### src/rtl/hallest_pkg.sv
package hallest_pkg;

  // strobes from the sequencer to the datapath
  typedef struct packed {
    logic capture;    // sample Hall inputs, update counter and direction
    logic startRate;  // start coefficient / period division
    logic startFilt;  // start filter numerator / 100 division
    logic commit;     // write filtered speed and flags
  } stepCtl_t;

  localparam logic [2:0] SECTOR_BAD  = 3'd6;
  localparam logic [2:0] SECTOR_LAST = 3'd5;
  localparam int         PCT_FULL    = 100;

  function automatic logic [2:0] hallToSector(input logic [2:0] code);
    logic [2:0] sec;
    case (code)
      3'b101:  sec = 3'd0;
      3'b100:  sec = 3'd1;
      3'b110:  sec = 3'd2;
      3'b010:  sec = 3'd3;
      3'b011:  sec = 3'd4;
      3'b001:  sec = 3'd5;
      default: sec = SECTOR_BAD;
    endcase
    return sec;
  endfunction

endpackage

### src/rtl/hall_divu.sv
module hall_divu #(
  parameter int W = 27
) (
  input  logic         clk,
  input  logic         rst,
  input  logic         start,
  input  logic [W-1:0] dividend,
  input  logic [W-1:0] divisor,
  output logic [W-1:0] quotient,
  output logic         done
);
  localparam int CW = $clog2(W + 1);

  logic [W-1:0]  rem;
  logic [W-1:0]  dsr;
  logic [CW-1:0] left;
  logic          busy;
  logic [W:0]    trial;

  assign trial = {rem, quotient[W-1]} - {1'b0, dsr};

  always_ff @(posedge clk) begin
    if (rst) begin
      rem      <= '0;
      dsr      <= '0;
      quotient <= '0;
      left     <= '0;
      busy     <= 1'b0;
      done     <= 1'b0;
    end else begin
      done <= 1'b0;
      if (start) begin
        rem      <= '0;
        quotient <= dividend;
        dsr      <= divisor;
        left     <= CW'(W);
        busy     <= 1'b1;
      end else if (busy) begin
        if (!trial[W]) begin
          rem      <= trial[W-1:0];
          quotient <= {quotient[W-2:0], 1'b1};
        end else begin
          rem      <= {rem[W-2:0], quotient[W-1]};
          quotient <= {quotient[W-2:0], 1'b0};
        end
        left <= left - 1'b1;
        if (left == CW'(1)) begin
          busy <= 1'b0;
          done <= 1'b1;
        end
      end
    end
  end
endmodule

### src/rtl/hall_est_ctrl.sv
module hall_est_ctrl
  import hallest_pkg::*;
(
  input  logic     clk,
  input  logic     rst,
  input  logic     tickEn,
  input  logic     divDone,
  output stepCtl_t ctl
);
  typedef enum logic [1:0] {
    ST_IDLE, ST_RATE_GO, ST_RATE_WAIT, ST_FILT_WAIT
  } seqState_t;

  seqState_t state, stateNext;

  always_comb begin
    ctl       = '0;
    stateNext = state;
    case (state)
      ST_IDLE: begin
        if (tickEn) begin
          ctl.capture = 1'b1;
          stateNext   = ST_RATE_GO;
        end
      end
      ST_RATE_GO: begin
        ctl.startRate = 1'b1;
        stateNext     = ST_RATE_WAIT;
      end
      ST_RATE_WAIT: begin
        if (divDone) begin
          ctl.startFilt = 1'b1;
          stateNext     = ST_FILT_WAIT;
        end
      end
      ST_FILT_WAIT: begin
        if (divDone) begin
          ctl.commit = 1'b1;
          stateNext  = ST_IDLE;
        end
      end
      default: stateNext = ST_IDLE;
    endcase
  end

  always_ff @(posedge clk) begin
    if (rst) state <= ST_IDLE;
    else     state <= stateNext;
  end
endmodule

### src/rtl/hall_est_dp.sv
module hall_est_dp
  import hallest_pkg::*;
#(
  parameter int CNT_W  = 12,
  parameter int COEF_W = 16,
  parameter int PCT_W  = 7
) (
  input  logic                clk,
  input  logic                rst,
  input  stepCtl_t            ctl,
  input  logic [2:0]          hallCode,
  input  logic [CNT_W-1:0]    cfgMaxCnt,
  input  logic [COEF_W-1:0]   cfgSpeedCoef,
  input  logic [PCT_W-1:0]    cfgFiltPct,
  input  logic [COEF_W:0]     cfgSpdHi,
  input  logic [COEF_W:0]     cfgSpdLo,
  input  logic [CNT_W-1:0]    cfgJitHi,
  input  logic [CNT_W-1:0]    cfgJitLo,
  output logic                divDone,
  output logic [2:0]          sector,
  output logic                dirFwd,
  output logic [CNT_W-1:0]    periodCnt,
  output logic [CNT_W-1:0]    runCnt,
  output logic [COEF_W+1:0]   speedFilt,
  output logic                speedValid,
  output logic                spdFlag,
  output logic                jitFlag
);
  localparam int SW = COEF_W + 2;          // signed speed width
  localparam int NW = SW + PCT_W + 2;      // filter numerator / divider width
  localparam int JW = CNT_W + 1;           // signed jitter width

  // tick state
  logic [2:0]           prevCode;
  logic [2:0]           prevSec;
  logic                 dirPrevFwd;
  logic [CNT_W-1:0]     periodOld;
  logic signed [JW-1:0] jitter;
  logic                 zeroSpeed;
  logic                 numNegQ;

  // capture-cycle terms
  logic                 hallEdge;
  logic [CNT_W-1:0]     cntClip, cntNext;
  logic [2:0]           secNew;
  logic signed [3:0]    secStep;
  logic                 fwdNew, fwdEff, fwdPrevEff, stallNow;

  always_comb begin
    hallEdge   = (hallCode != prevCode);
    cntClip    = (runCnt < cfgMaxCnt) ? runCnt : cfgMaxCnt;
    cntNext    = hallEdge ? CNT_W'(1) : cntClip + 1'b1;
    secNew     = hallToSector(hallCode);
    secStep    = $signed({1'b0, secNew}) - $signed({1'b0, prevSec});
    fwdNew     = (secStep == 4'sd1) || (secStep == -4'sd5);
    fwdEff     = hallEdge ? fwdNew : dirFwd;
    fwdPrevEff = hallEdge ? dirFwd : dirPrevFwd;
    stallNow   = !hallEdge && (runCnt >= cfgMaxCnt);
  end

  // shared divider
  logic [NW-1:0] divA, divB, divQ;
  logic          divStart;

  logic signed [NW-1:0] rawExt, filtExt, keepW, takeW, filtNum;
  logic [NW-1:0]        numAbs;
  logic                 numNeg;
  logic [COEF_W-1:0]    rateQ;

  always_comb begin
    rateQ   = divQ[COEF_W-1:0];
    if (zeroSpeed)   rawExt = '0;
    else if (dirFwd) rawExt = $signed({{(NW-COEF_W){1'b0}}, rateQ});
    else             rawExt = -$signed({{(NW-COEF_W){1'b0}}, rateQ});
    filtExt = NW'(speedFilt) ;
    filtExt = {{(NW-SW){speedFilt[SW-1]}}, speedFilt};
    takeW   = $signed({{(NW-PCT_W){1'b0}}, cfgFiltPct});
    keepW   = $signed(NW'(PCT_FULL)) - takeW;
    filtNum = keepW * filtExt + takeW * rawExt;
    numNeg  = filtNum[NW-1];
    numAbs  = numNeg ? NW'(-filtNum) : NW'(filtNum);
  end

  assign divStart = ctl.startRate | ctl.startFilt;
  assign divA     = ctl.startFilt ? numAbs : {{(NW-COEF_W){1'b0}}, cfgSpeedCoef};
  assign divB     = ctl.startFilt ? NW'(PCT_FULL) : {{(NW-CNT_W){1'b0}}, periodCnt};

  hall_divu #(.W(NW)) u_div (
    .clk      (clk),
    .rst      (rst),
    .start    (divStart),
    .dividend (divA),
    .divisor  (divB),
    .quotient (divQ),
    .done     (divDone)
  );

  // commit-cycle terms
  logic signed [SW-1:0] filtNew;
  logic [SW-1:0]        spdAbs;
  logic [JW-1:0]        jitAbs;

  always_comb begin
    filtNew = numNegQ ? -$signed(divQ[SW-1:0]) : $signed(divQ[SW-1:0]);
    spdAbs  = filtNew[SW-1] ? SW'(-filtNew) : SW'(filtNew);
    jitAbs  = jitter[JW-1] ? JW'(-jitter) : JW'(jitter);
  end

  always_ff @(posedge clk) begin
    if (rst) begin
      prevCode   <= 3'd0;
      prevSec    <= 3'd0;
      dirFwd     <= 1'b1;
      dirPrevFwd <= 1'b1;
      runCnt     <= cfgMaxCnt;
      periodCnt  <= cfgMaxCnt;
      periodOld  <= cfgMaxCnt;
      jitter     <= '0;
      zeroSpeed  <= 1'b0;
      numNegQ    <= 1'b0;
      speedFilt  <= '0;
      speedValid <= 1'b0;
      spdFlag    <= 1'b0;
      jitFlag    <= 1'b0;
    end else begin
      speedValid <= ctl.commit;
      if (ctl.capture) begin
        prevCode  <= hallCode;
        runCnt    <= cntNext;
        zeroSpeed <= stallNow || (fwdEff != fwdPrevEff);
        if (hallEdge) begin
          prevSec    <= secNew;
          dirFwd     <= fwdNew;
          dirPrevFwd <= dirFwd;
          periodCnt  <= runCnt;
          periodOld  <= periodCnt;
          jitter     <= $signed({1'b0, runCnt}) - $signed({1'b0, periodCnt});
        end
      end
      if (ctl.startFilt) numNegQ <= numNeg;
      if (ctl.commit) begin
        speedFilt <= filtNew;
        if (spdAbs >= {1'b0, cfgSpdHi})      spdFlag <= 1'b1;
        else if (spdAbs <= {1'b0, cfgSpdLo}) spdFlag <= 1'b0;
        if (jitAbs >= {1'b0, cfgJitHi})      jitFlag <= 1'b1;
        else if (jitAbs <= {1'b0, cfgJitLo}) jitFlag <= 1'b0;
      end
    end
  end

  assign sector = (prevSec > SECTOR_LAST) ? SECTOR_LAST : prevSec;

endmodule

### src/rtl/hall_speed_est.sv
module hall_speed_est
  import hallest_pkg::*;
#(
  parameter int CNT_W  = 12,
  parameter int COEF_W = 16,
  parameter int PCT_W  = 7
) (
  input  logic              clk,
  input  logic              rst,
  input  logic              tickEn,
  input  logic              hallA,
  input  logic              hallB,
  input  logic              hallC,
  input  logic [CNT_W-1:0]  cfgMaxCnt,
  input  logic [COEF_W-1:0] cfgSpeedCoef,
  input  logic [PCT_W-1:0]  cfgFiltPct,
  input  logic [COEF_W:0]   cfgSpdHi,
  input  logic [COEF_W:0]   cfgSpdLo,
  input  logic [CNT_W-1:0]  cfgJitHi,
  input  logic [CNT_W-1:0]  cfgJitLo,
  output logic [2:0]        sector,
  output logic              dirFwd,
  output logic [CNT_W-1:0]  periodCnt,
  output logic [CNT_W-1:0]  runCnt,
  output logic [COEF_W+1:0] speedFilt,
  output logic              speedValid,
  output logic              spdFlag,
  output logic              jitFlag
);
  stepCtl_t ctl;
  logic     divDone;

  hall_est_ctrl u_ctrl (
    .clk     (clk),
    .rst     (rst),
    .tickEn  (tickEn),
    .divDone (divDone),
    .ctl     (ctl)
  );

  hall_est_dp #(.CNT_W(CNT_W), .COEF_W(COEF_W), .PCT_W(PCT_W)) u_dp (
    .clk          (clk),
    .rst          (rst),
    .ctl          (ctl),
    .hallCode     ({hallA, hallB, hallC}),
    .cfgMaxCnt    (cfgMaxCnt),
    .cfgSpeedCoef (cfgSpeedCoef),
    .cfgFiltPct   (cfgFiltPct),
    .cfgSpdHi     (cfgSpdHi),
    .cfgSpdLo     (cfgSpdLo),
    .cfgJitHi     (cfgJitHi),
    .cfgJitLo     (cfgJitLo),
    .divDone      (divDone),
    .sector       (sector),
    .dirFwd       (dirFwd),
    .periodCnt    (periodCnt),
    .runCnt       (runCnt),
    .speedFilt    (speedFilt),
    .speedValid   (speedValid),
    .spdFlag      (spdFlag),
    .jitFlag      (jitFlag)
  );
endmodule

### config.mk
export PLATFORM = sky130hd
export DESIGN_NAME = hall_speed_est
export DESIGN_NICKNAME = d
export VERILOG_FILES = /design/src/rtl/hallest_pkg.sv /design/src/rtl/hall_divu.sv /design/src/rtl/hall_est_ctrl.sv /design/src/rtl/hall_est_dp.sv /design/src/rtl/hall_speed_est.sv
export SDC_FILE = /design/constraint.sdc
export NUM_CORES = 1
export LEC_CHECK = 0
export ABC_AREA = 1
export BUFFER_PORTS_ARGS = -buffer_cell sky130_fd_sc_hd__buf_4
export CAP_MARGIN = 20
export CORE_ASPECT_RATIO = 1.5
export CORE_MARGIN = 1
export CORE_UTILIZATION = 35
export CTS_CLUSTER_SIZE = 30
export DETAILED_ROUTE_END_ITERATION = 16
export GPL_TIMING_DRIVEN = 0
export PLACE_DENSITY_LB_ADDON = 0.1
export SLEW_MARGIN = 30
export SYNTH_ARGS = -nofsm -noshare
export SYNTH_HDL_FRONTEND = slang
export SYNTH_HIERARCHICAL = 1
export SYNTH_SLANG_ARGS = --single-unit
### constraint.sdc
create_clock -name clk -period 15.7 [get_ports clk]
set_input_delay 3.14 -clock clk [delete_from_list [all_inputs] [get_ports clk]]
set_output_delay 3.14 -clock clk [all_outputs]
set_load 0.02 [all_outputs]
==> qor.txt, run 1 <==
Pin count of the biggest net entering global routing -> 22
First-pass GRT wire length -> 141000 µm
Most common cell after layout, fill and taps aside -> nand2_1
Drc violations -> 0
Source of the critical timing path -> cfgFiltPct[0]
Overflow after GRT -> 0
Synth async-reset ratio -> 0
Crit path depth -> 38
Slowest stage delay, CP -> 0.69 ns
TNS Setup -> 0 ns
Syn. warnings -> 6
Final hold vios -> 0
Post-cts sizing count -> 0
Cell count after synthesis -> 3865
CP Max Fanout -> 10
Critical Path AT -> 12.64 ns
GR Util All Layers -> 0.247
Hold path depth -> 2
Reg-to-reg critical path startpoint -> u_dp/dirFwd
Area of the multi-input gates -> 18600 µm²
CTS root buffer -> clkbuf_16
Fin crit share -> 0.783
Max-cap viol count -> 0
CP top delay family -> adder cells
Post-synth cell types -> 64
Pins Over Slew Limit -> 0
WL final -> 91500 µm
FMAX -> 81.3 MHz
Util after Layout -> 0.394
Area growth from synthesis to layout -> 11.4%
Vias in the first global route -> 24277
Fillers -> 8229
Initial antenna violation count -> 0
Worst-Skew Late Latency -> 0.44 ns
CP max-delay cell -> clkbuf_1
Hold-fix buffers at CTS -> 0
Setup bufs post-CTS -> 0
Synth Flop Type -> dfxtp_1
DR vias/cell -> 4.81
Sequential area share after synthesis -> 0.131
Relative slew margins -> 0.308
CTS tree -> built
Layout cell share with drive strength beyond 1 -> 0.0841
Die X -> 225 µm
Routed vias -> 24294
H-tree depth -> 4
WL/cell -> 18.1 µm
Crit path launch type -> input port
RSZ-0062 raised after global routing -> false
Worst Setup Path Type -> input port to register
Mapped cell area -> 26000 µm²
Actual slew at the worst max-slew pin -> 1.03 ns
Setup WS post-layout -> 3.40 ns
Worst hold path class -> register to register
Nets -> 4630
CP Capture Type -> register
Post-synthesis simple-gate area fraction -> 0.284
Synth Area in XOR/XNOR -> 0.0293
DP HPWL -> 78300 µm
Synth Area in Compound Gates -> 0.0845
Average cell area after synthesis -> 6.73 µm²
R2R cell count -> 34
Status -> finished clean
Final min period -> 12.30 ns
# rows -> 122
Yosys reg bits -> 158
DR iter-0 viols -> 1433
CTS clk-pin slew, worst paths -> 0.07 ns
Die Area -> 75400 µm²
Die height -> 336 µm
Largest family of logic cells by synthesized area -> adder cells
Max Buffers Root-to-Sink -> 2
# clock sinks -> 158
Adder-cell share of the synthesized area -> 0.313
Core region area -> 73600 µm²
Gpl congestion -> 0.937
Multiplexer share of the synthesized area -> 0
Post-synth EDFFs -> 24
Final ANT Viol Nets -> 0
Setup WS pre-CTS -> 2.95 ns
FF-to-FF setup slack -> 6.74 ns
N_diodes -> 0
Setup Skew -> 0.00708 ns
Required @ worst endpoint -> 16.04 ns
IO Pins -> 148
Reg area -> 3400 µm²
CP dominant cell by count -> nand2_1
Reg2reg end -> u_dp/u_div/quotient[9]
Cts bufs inserted -> 17
Pre-antenna DRT Iters -> 5
Initial core utilization -> 0.353
Final setup vio count -> 0
Most frequent cells in the layout -> nand2_1 (987), inv_1 (929), nor2_1 (315)
CP bufs+invs -> 11
Crit path to -> u_dp/u_div/quotient[20]
I/O Buffers -> 146
==> Yosys cell counts (35+ instances only) <==
cell / count / area share
nand3_2: 35 / 0.013
a21oi_1: 152 / 0.029
xor2_1: 65 / 0.022
nand4_1: 53 / 0.013
ha_1: 214 / 0.10
nor3_1: 38 / 0.0073
clkbuf_1: 68 / 0.0098
nand3_1: 191 / 0.037
nand2_1: 987 / 0.14
fa_1: 273 / 0.21
nor2_1: 315 / 0.045
o21ai_0: 132 / 0.025
inv_1: 929 / 0.13
dfxtp_1: 134 / 0.10
==> area by class of cell <==
type | instances | area share
timing repair buffer | 146 | 0.0378
multi-input combinational | 2667 | 0.640
clock buffer | 19 | 0.0153
tap | 992 | 0.0428
sequential | 158 | 0.117
buffer | 101 | 0.0179
inverter | 953 | 0.124
clock inverter | 13 | 0.00445
==> cell families (layout without fill, tap and decap cells) <==
family | Yosys count | in the layout
and+or+nand+nor | 1695 | 1695
DFF | 158 | 158
AOI/OAI and AO/OA | 383 | 383
buffers and inverters | 1054 | 1232
adders and majority gates | 487 | 487
xor gates and xnor gates | 87 | 87
other | 1 | 15
==> worst min-delay path, stage by stage (launching register included) <==
cell and delay (ns):
dfxtp_1 0.30, inv_1 0.07, a21oi_1 0.06
==> through the flow <==
stage,cells,hold WS (ns),cell area [µm²]
6_report,5049,0.468,29000
5_1_grt,5049,0.486,29000
4_1_cts,5049,0.472,29000
3_5_place_dp,5017,0.462,28400
3_3_place_gp,5017,0.452,28400
2_1_floorplan,3879,0.433,26000
==> flip-flops by register name (all words and copies together), names as in the netlist, 2 cells and up <==
name and cells:
u_ctrl/state 2, u_dp/u_div/rem 27, u_dp/u_div/quotient 27, u_dp/prevSec 3, u_dp/u_div/left 5, u_dp/speedFilt 18, u_dp/periodCnt 12, u_dp/jitter 13
u_dp/runCnt 12, u_dp/u_div/dsr 27, u_dp/prevCode 3
==> worst min-delay path by stage <==
| stage | start | endpoint | slack [ns] |
|---|---|---|---|
| floorplan | u_dp/u_div/dsr[26] | u_dp/u_div/dsr[26] | 0.43 |
| global placement | u_dp/u_div/dsr[6] | u_dp/u_div/dsr[6] | 0.45 |
| detailed placement | u_dp/u_div/dsr[6] | u_dp/u_div/dsr[6] | 0.46 |
| CTS | u_dp/u_div/dsr[6] | u_dp/u_div/dsr[6] | 0.47 |
| global route | u_dp/u_div/dsr[18] | u_dp/u_div/dsr[18] | 0.49 |
| finish | u_dp/u_div/dsr[7] | u_dp/u_div/dsr[7] | 0.47 |
==> metal layers <==
metal | vias to the layer above | global-route usage | wire, µm
met5 | - | 0 | 0
met4 | 0 | 0.0634 | 2500
met3 | 91 | 0.0246 | 3420
met2 | 503 | 0.435 | 45100
met1 | 11621 | 0.320 | 40500
li1 | 12079 | - | -
Power of run 1 is not shown: default switching activity piles up to over one toggle a cycle in this logic, so the estimate is an artifact.
==> run 2, diff against run 1 <==
==> constraint.sdc (replaced) <==
create_clock -name clk -period 11 [get_ports clk]
set_input_delay 2.2 -clock clk [delete_from_list [all_inputs] [get_ports clk]]
set_output_delay 2.2 -clock clk [all_outputs]
set_load 0.02 [all_outputs]
==> qor.txt, run 2 (synthesized netlist as in run 1, its figures left out) <==
DR iter-0 viols -> 1468
Setup Skew -> 0.00752 ns
Vias in the first global route -> 24276
CP max-delay cell -> clkbuf_1
Final ANT Viol Nets -> 0
CTS clk-pin slew, worst paths -> 0.07 ns
Pin count of the biggest net entering global routing -> 22
Slowest stage delay, CP -> 0.70 ns
Setup bufs post-CTS -> 0
First-pass GRT wire length -> 141000 µm
Fillers -> 8228
Status -> finished clean
CTS root buffer -> clkbuf_16
Die height -> 336 µm
Die X -> 225 µm
CP Capture Type -> register
Initial antenna violation count -> 0
Worst-Skew Late Latency -> 0.44 ns
Max-cap viol count -> 0
CTS tree -> built
Most common cell after layout, fill and taps aside -> nand2_1
Placed inst area -> 28400 µm²
RSZ-0062 raised after global routing -> false
Final setup vio count -> 0
Most used routing layer -> met2
Drc violations -> 0
Die Area -> 75400 µm²
# clock sinks -> 158
N_diodes -> 0
Worst Setup Path Type -> input port to register
Reg2reg end -> u_dp/u_div/quotient[9]
Worst hold path class -> register to register
Final hold vios -> 0
Source of the critical timing path -> cfgFiltPct[3]
IO Pins -> 148
# rows -> 122
Met2 Use GR -> 0.435
R2R cell count -> 34
Routed vias -> 24394
Final min period -> 10.35 ns
WL/cell -> 18.1 µm
Layout cell share with drive strength beyond 1 -> 0.0851
WL final -> 91500 µm
Crit path to -> u_dp/u_div/quotient[23]
FMAX -> 96.6 MHz
H-tree depth -> 4
Cts bufs inserted -> 17
Gpl congestion -> 0.937
Nets -> 4628
GR Util All Layers -> 0.247
Final hold slack -> 0.468 ns
Fin crit share -> 0.941
Finished Cell Area -> 29000 µm²
CP Max Fanout -> 10
Met1 Track Usage GR -> 0.320
DP HPWL -> 78300 µm
Actual slew at the worst max-slew pin -> 1.04 ns
Required @ worst endpoint -> 11.34 ns
Hold-fix buffers at CTS -> 0
Core region area -> 73600 µm²
Crit path launch type -> input port
Pins Over Slew Limit -> 0
CP dominant cell by count -> nand2_1
Hold path depth -> 2
Relative slew margins -> 0.303
Most frequent cells in the layout -> nand2_1 (987), inv_1 (929), nor2_1 (315)
Initial core utilization -> 0.353
Min-delay src -> u_dp/u_div/dsr[7]
DR vias/cell -> 4.83
Overflow after GRT -> 0
Area growth from synthesis to layout -> 11.4%
Pre-antenna DRT Iters -> 5
Critical Path AT -> 10.69 ns
FF-to-FF setup slack -> 2.03 ns
Max Buffers Root-to-Sink -> 2
Top Registers -> u_dp/u_div/dsr: 27 flops, u_dp/u_div/quotient: 27 flops, u_dp/u_div/rem: 27 flops
Grt met3 use -> 0.0247
I/O Buffers -> 146
Reg-to-reg critical path startpoint -> u_dp/dirFwd
-- run 2: timing repair --
action | CTS | global route
setup endpoints to repair | 26 | 26
pin swaps | 0 | 0
resized for setup | 0 | 7
-- run 2: routing by layer --
| layer | vias to the layer above | part of all wire |
|---|---|---|
| met3 | 85 | 0.037 |
| li1 | 12064 | - |
| met2 | 532 | 0.49 |
| met1 | 11713 | 0.44 |
| met4 | 0 | 0.026 |
| met5 | - | 0 |
-- run 2: how the worst min path moves through the flow --
| stage | end | slack (ns) |
|---|---|---|
| 2_1_floorplan | u_dp/u_div/dsr[26] | 0.43 |
| 3_3_place_gp | u_dp/u_div/dsr[6] | 0.45 |
| 3_5_place_dp | u_dp/u_div/dsr[6] | 0.46 |
| 4_1_cts | u_dp/u_div/dsr[6] | 0.47 |
| 5_1_grt | u_dp/u_div/dsr[18] | 0.49 |
| 6_report | u_dp/u_div/dsr[7] | 0.47 |
-- run 2: through the flow --
step	util	instances	TNS [ns]	setup slack (ns)
6_report	0.394	5047	0	0.646
3_5_place_dp	0.386	5017	-17.31	-0.813
2_1_floorplan	-	3879	0	1.48
5_1_grt	0.394	5047	0	0.244
4_1_cts	0.394	5048	0	0.0522
3_3_place_gp	0.386	5017	-17.53	-0.829
-- run 2: critical path, delay by kind of cell --
kind,cells,cell delay [ns]
AND/OR/NAND/NOR,13,1.64
AO/OA/AOI/OAI,4,0.87
buffers and inverters,11,2.36
adder cells (fa/ha/maj),7,3.62
-- run 2: layout make-up --
cell class,count,area (µm²),share of cell area
Clock buffer,19,443,0.0153
Clock inverter,13,129,0.00445
Timing Repair Buffer,146,1100,0.0378
Inverter,953,3580,0.124
Multi-Input combinational cell,2667,18600,0.640
Tap cell,992,1240,0.0429
Sequential cell,158,3400,0.117
Buffer,99,517,0.0178
Power of run 2 is left out for the same reason.
